**src/rtl/ds_tx_serializer.sv**
```systemverilog
module ds_tx_serializer #(
  parameter int W = 8
) (
  input  logic         clk,
  input  logic         rst_n,
  input  logic         sys_ce,
  input  logic         tx_en,
  input  logic         pwr_down,
  input  logic [1:0]   speed,
  input  logic [W-1:0] link_d,
  output logic         ds_data,
  output logic         ds_strobe
);
  localparam int PW = $clog2(W);

  logic         run_q;
  logic [1:0]   spd_q;
  logic [W-1:0] sh_q;
  logic [PW-1:0] ph_q;
  logic         d_q, s_q;
  logic         tick;

  wire active = tx_en & ~pwr_down;
  wire load   = active & sys_ce;
  wire [1:0] spd_in = (speed == 2'b11) ? 2'b00 : speed;

  always_comb begin
    case (spd_q)
      2'b10:   tick = 1'b1;
      2'b01:   tick = ~ph_q[0];
      default: tick = (ph_q[1:0] == 2'b00);
    endcase
  end

  wire emit = load | (active & run_q & tick);
  wire nbit = load ? link_d[W-1] : sh_q[W-1];

  always_ff @(posedge clk or negedge rst_n) begin
    if (!rst_n) begin
      run_q <= 1'b0;
      spd_q <= 2'b00;
      sh_q  <= '0;
      ph_q  <= '0;
      d_q   <= 1'b0;
      s_q   <= 1'b0;
    end else if (!active) begin
      run_q <= 1'b0;
      spd_q <= 2'b00;
      sh_q  <= '0;
      ph_q  <= '0;
      d_q   <= 1'b0;
      s_q   <= 1'b0;
    end else begin
      if (load) begin
        sh_q <= link_d << 1;
        ph_q <= PW'(1);
        if (!run_q) begin
          run_q <= 1'b1;
          spd_q <= spd_in;
        end
      end else if (run_q) begin
        ph_q <= ph_q + 1'b1;
        if (tick) sh_q <= sh_q << 1;
      end
      if (emit) begin
        d_q <= nbit;
        if (nbit == d_q) s_q <= ~s_q;
      end
    end
  end

  assign ds_data   = d_q;
  assign ds_strobe = s_q;
endmodule


```
**config.mk**
```make
export PLATFORM = sky130hd
export DESIGN_NAME = ds_tx_serializer
export DESIGN_NICKNAME = d
export VERILOG_FILES = /design/src/rtl/ds_tx_serializer.sv
export SDC_FILE = /design/constraint.sdc
export NUM_CORES = 1
export LEC_CHECK = 0
export CORE_MARGIN = 10
export CORE_UTILIZATION = 52
export DETAILED_ROUTE_END_ITERATION = 12
export PLACE_DENSITY = 0.81
export SKIP_LAST_GASP = 1
export SYNTH_ARGS = -nofsm -noshare
export SYNTH_HDL_FRONTEND = slang
export SYNTH_SLANG_ARGS = --single-unit
```
**constraint.sdc**
```tcl
create_clock -name clk -period 2.65 [get_ports clk]
set_input_delay 0.53 -clock clk [delete_from_list [all_inputs] [get_ports clk]]
set_output_delay 0.53 -clock clk [all_outputs]
set_load 0.1 [all_outputs]
```
==> impl_results.md <==
- Reg clk slew, reported paths: 0.09 ns
- Warning count from the yosys run: 0
- Largest family of logic cells by synthesized area: multiplexers
- HPWL after DPL: 1246 um
- Via-to-Cell Ratio: 5.551
- Fin. max-slew vios: 0
- Synth cell types: 25
- Compound-Gate Fraction of Synth Area: 0.07209
- Status: finished, final reports clean
- Final instance area: 1026 um^2
- GR Util All Layers: 0.09823
- Mean post-synth cell area: 11.33 um^2
- LEAKAGE: 0.4934 nW
- Num CTS Buffers: 3
- Placed instance area: 989.7 um^2
- Final net count: 110
- Initial core utilization: 0.5479
- N_diodes: 0
- Post-synth EDFFs: 0
- Htree depth: 1
- Fmax: 517.5 MHz
- Clock latency at the later pin of the worst-skew pair: 0.28 ns
- # DRC: 0
- Maximum VDD drop: 0.0003779 V
- TritonCTS clock tree: yes
- Max-cap violations: 0
- Cell Rows: 14
- Worst path bufs/invs: 1
- Final Skew: 0.003975 ns
- RSZ-0062 raised after global routing: false
- Synth Net Count: 90
- Final Cycle Share: 0.7291
- Min Tclk post-route: 1.932 ns
- Register area share after synthesis: 0.4294
- Crit path kind: in -> reg
- Clk buf depth: 2
- Sink Count: 14
- Post-synth top flop: dfrtp_1
- Clock root buffer: clkbuf_4
- Total setup buffers inserted after CTS: 0
- Post-Layout Cell Count: 107
- Vias: 594
- Slowest CP cell: clkdlybuf4s50_1
- Synth Instances: 72
- Reg2Reg Setup Slack: 0.87 ns
- Critical Path, Cell by Cell: clkdlybuf4s50_1 > mux2i_1 > xnor2_1 > and4b_1 > a211o_1
- Port buffer count: 16
- Post-Synth XOR/XNOR Area: 0.02147
- Syn-to-layout area delta: 25.77%
- Final Hold Viols: 0
- Tightest Pin Transition: 0.6514 ns
- Initial antenna violation count: 0
- Final-report setup violation count: 0
- Critical Path Fanout Max: 7
- First-pass GRT wire length: 2677 um
- Kind of cell adding the most delay to the critical path: buffers and inverters
- Critical path arrival: 2.11 ns
- Vias in the first global route: 612
- Synth Register Bits: 14
- HP Class: reg -> reg
- GPL Wtd Cong: 0.7166
- Setup TNS: 0 ns
- Hold Worst Slack: 0.5218 ns
- Grt ovf: 0
- Mux cell area share after synthesis: 0.2270
- Die X: 59.61 um
- DRT Wirelength: 1698 um
- Core Region: 1489 um^2
- Adder-Cell Fraction of Synth Area: 0.04601
- Pre-Repair DR Iteration Count: 4
- Filler Cells Inserted: 112
- Worst Setup End Kind: flop
- CP required: 2.83 ns
- CP startpoint kind: primary input
- # resized after CTS: 0
- Hold buffer count at CTS: 0
- Async S/R FF share, synth: 1.000
- Max-slew headroom: 0.5644
- Simple-Gate Fraction of Synth Area: 0.1748
- Routed wire per std cell: 15.87 um
- Power Total: 0.4771 mW
- Cells after DPL: 103
- Share of layout cells above drive strength 1: 0.1978
- Die Span Y: 59.61 um
- Remaining antenna violation count: 0
- Pwr/cell area: 465.1 nW/um^2
- I/O pin count: 17
- Synthesized area: 815.8 um^2
- Area of the die: 3553 um^2
- Initial DRC Count: 13
- Largest net degree at the start of global routing: 16
- Slowest cell delay on critical path: 0.71 ns
## layer usage
| metal | part of all wire | global-route usage | routed length (um) | up-vias |
|---|---|---|---|---|
| met5 | 0 | 0 | 0 | - |
| met4 | 0.015 | 0.04808 | 26 | 0 |
| met3 | 0.058 | 0.03433 | 98 | 2 |
| met2 | 0.48 | 0.1516 | 821 | 21 |
| met1 | 0.44 | 0.1177 | 752 | 285 |
| li1 | - | - | - | 286 |
## where the power goes
part,leakage [nW],total [mW],internal (mW),switching [mW]
sequential,0.191,0.229,0.221,0.00732
clock,0.0210,0.157,0.0837,0.0734
combinational,0.281,0.0914,0.0445,0.0468
total,0.493,0.477,0.350,0.128
## final timing paths
kind	start	end	depth (start not counted)
max	sys_ce	ds_strobe$_DFFE_PN0P_	5
min	sh_q[6]$_DFFE_PN0P_	sh_q[6]$_DFFE_PN0P_	1
max reg2reg	spd_q[0]$_DFFE_PN0P_	sh_q[2]$_DFFE_PN0P_	5
min reg2reg	sh_q[6]$_DFFE_PN0P_	sh_q[6]$_DFFE_PN0P_	1
max in group asynchronous	rst_n	sh_q[2]$_DFFE_PN0P_	1
min in group asynchronous	rst_n	sh_q[7]$_DFFE_PN0P_	1
## cell usage after synthesis, types with 2 or more instances
library cell  number  area, um^2
nor3b_1            2       15.01
dfrtp_1           14       350.3
nor2_1            13       48.80
inv_1              4       15.01
nor3_1             2       10.01
ha_1               3       37.54
nor2b_1            2       12.51
mux2_4             7       105.1
a21oi_1            2       10.01
mux2i_1            8       80.08
## layout make-up
type / instances / area (um^2) / area share
Clock buffer: 4 / 36.28 / 0.03537
Inverter: 4 / 15.01 / 0.01463
Multi-Input combinational cell: 52 / 441.7 / 0.4305
Sequential cell: 14 / 350.3 / 0.3415
Tap cell: 16 / 20.02 / 0.01951
Timing Repair Buffer: 17 / 162.7 / 0.1585
## sequential cells by signal (all words and copies together), names as in the netlist
register / flops
sh_q: 7
ph_q: 2
spd_q: 2
ds_data: 1
ds_strobe: 1
run_q: 1
## kinds of logic after synthesis
logic type	after synthesis
xor gates and xnor gates	2
adders and majority gates	3
DFF	14
AOI/OAI and AO/OA	6
muxes	15
and+or+nand+nor	26
buffers and inverters	6
## stage by stage
stage               setup WS (ns)  utilization
floorplan                  0.9869            -
global placement           0.4687       0.6647
detailed placement         0.4074       0.6647
CTS                        0.7066       0.6891
global route               0.6508       0.6891
finish                     0.7178       0.6891
## placed cells by master, fill, tap and decap left out, types with 2 or more instances in the layout
cell,n
a21oi_1,2
buf_4,3
clkbuf_4,3
clkdlybuf4s50_1,14
dfrtp_1,14
ha_1,3
inv_1,4
mux2_4,7
mux2i_1,8
nor2_1,13
nor2b_1,2
nor3_1,2
nor3b_1,2
## worst register-to-register path: stages, from the launching register on
cell      delay [ns]
dfrtp_1         0.39
inv_1           0.06
ha_1            0.33
a311oi_4        0.38
nand2_4         0.18
mux2_4          0.33
Note: power is estimated with default switching activity, not from simulation.
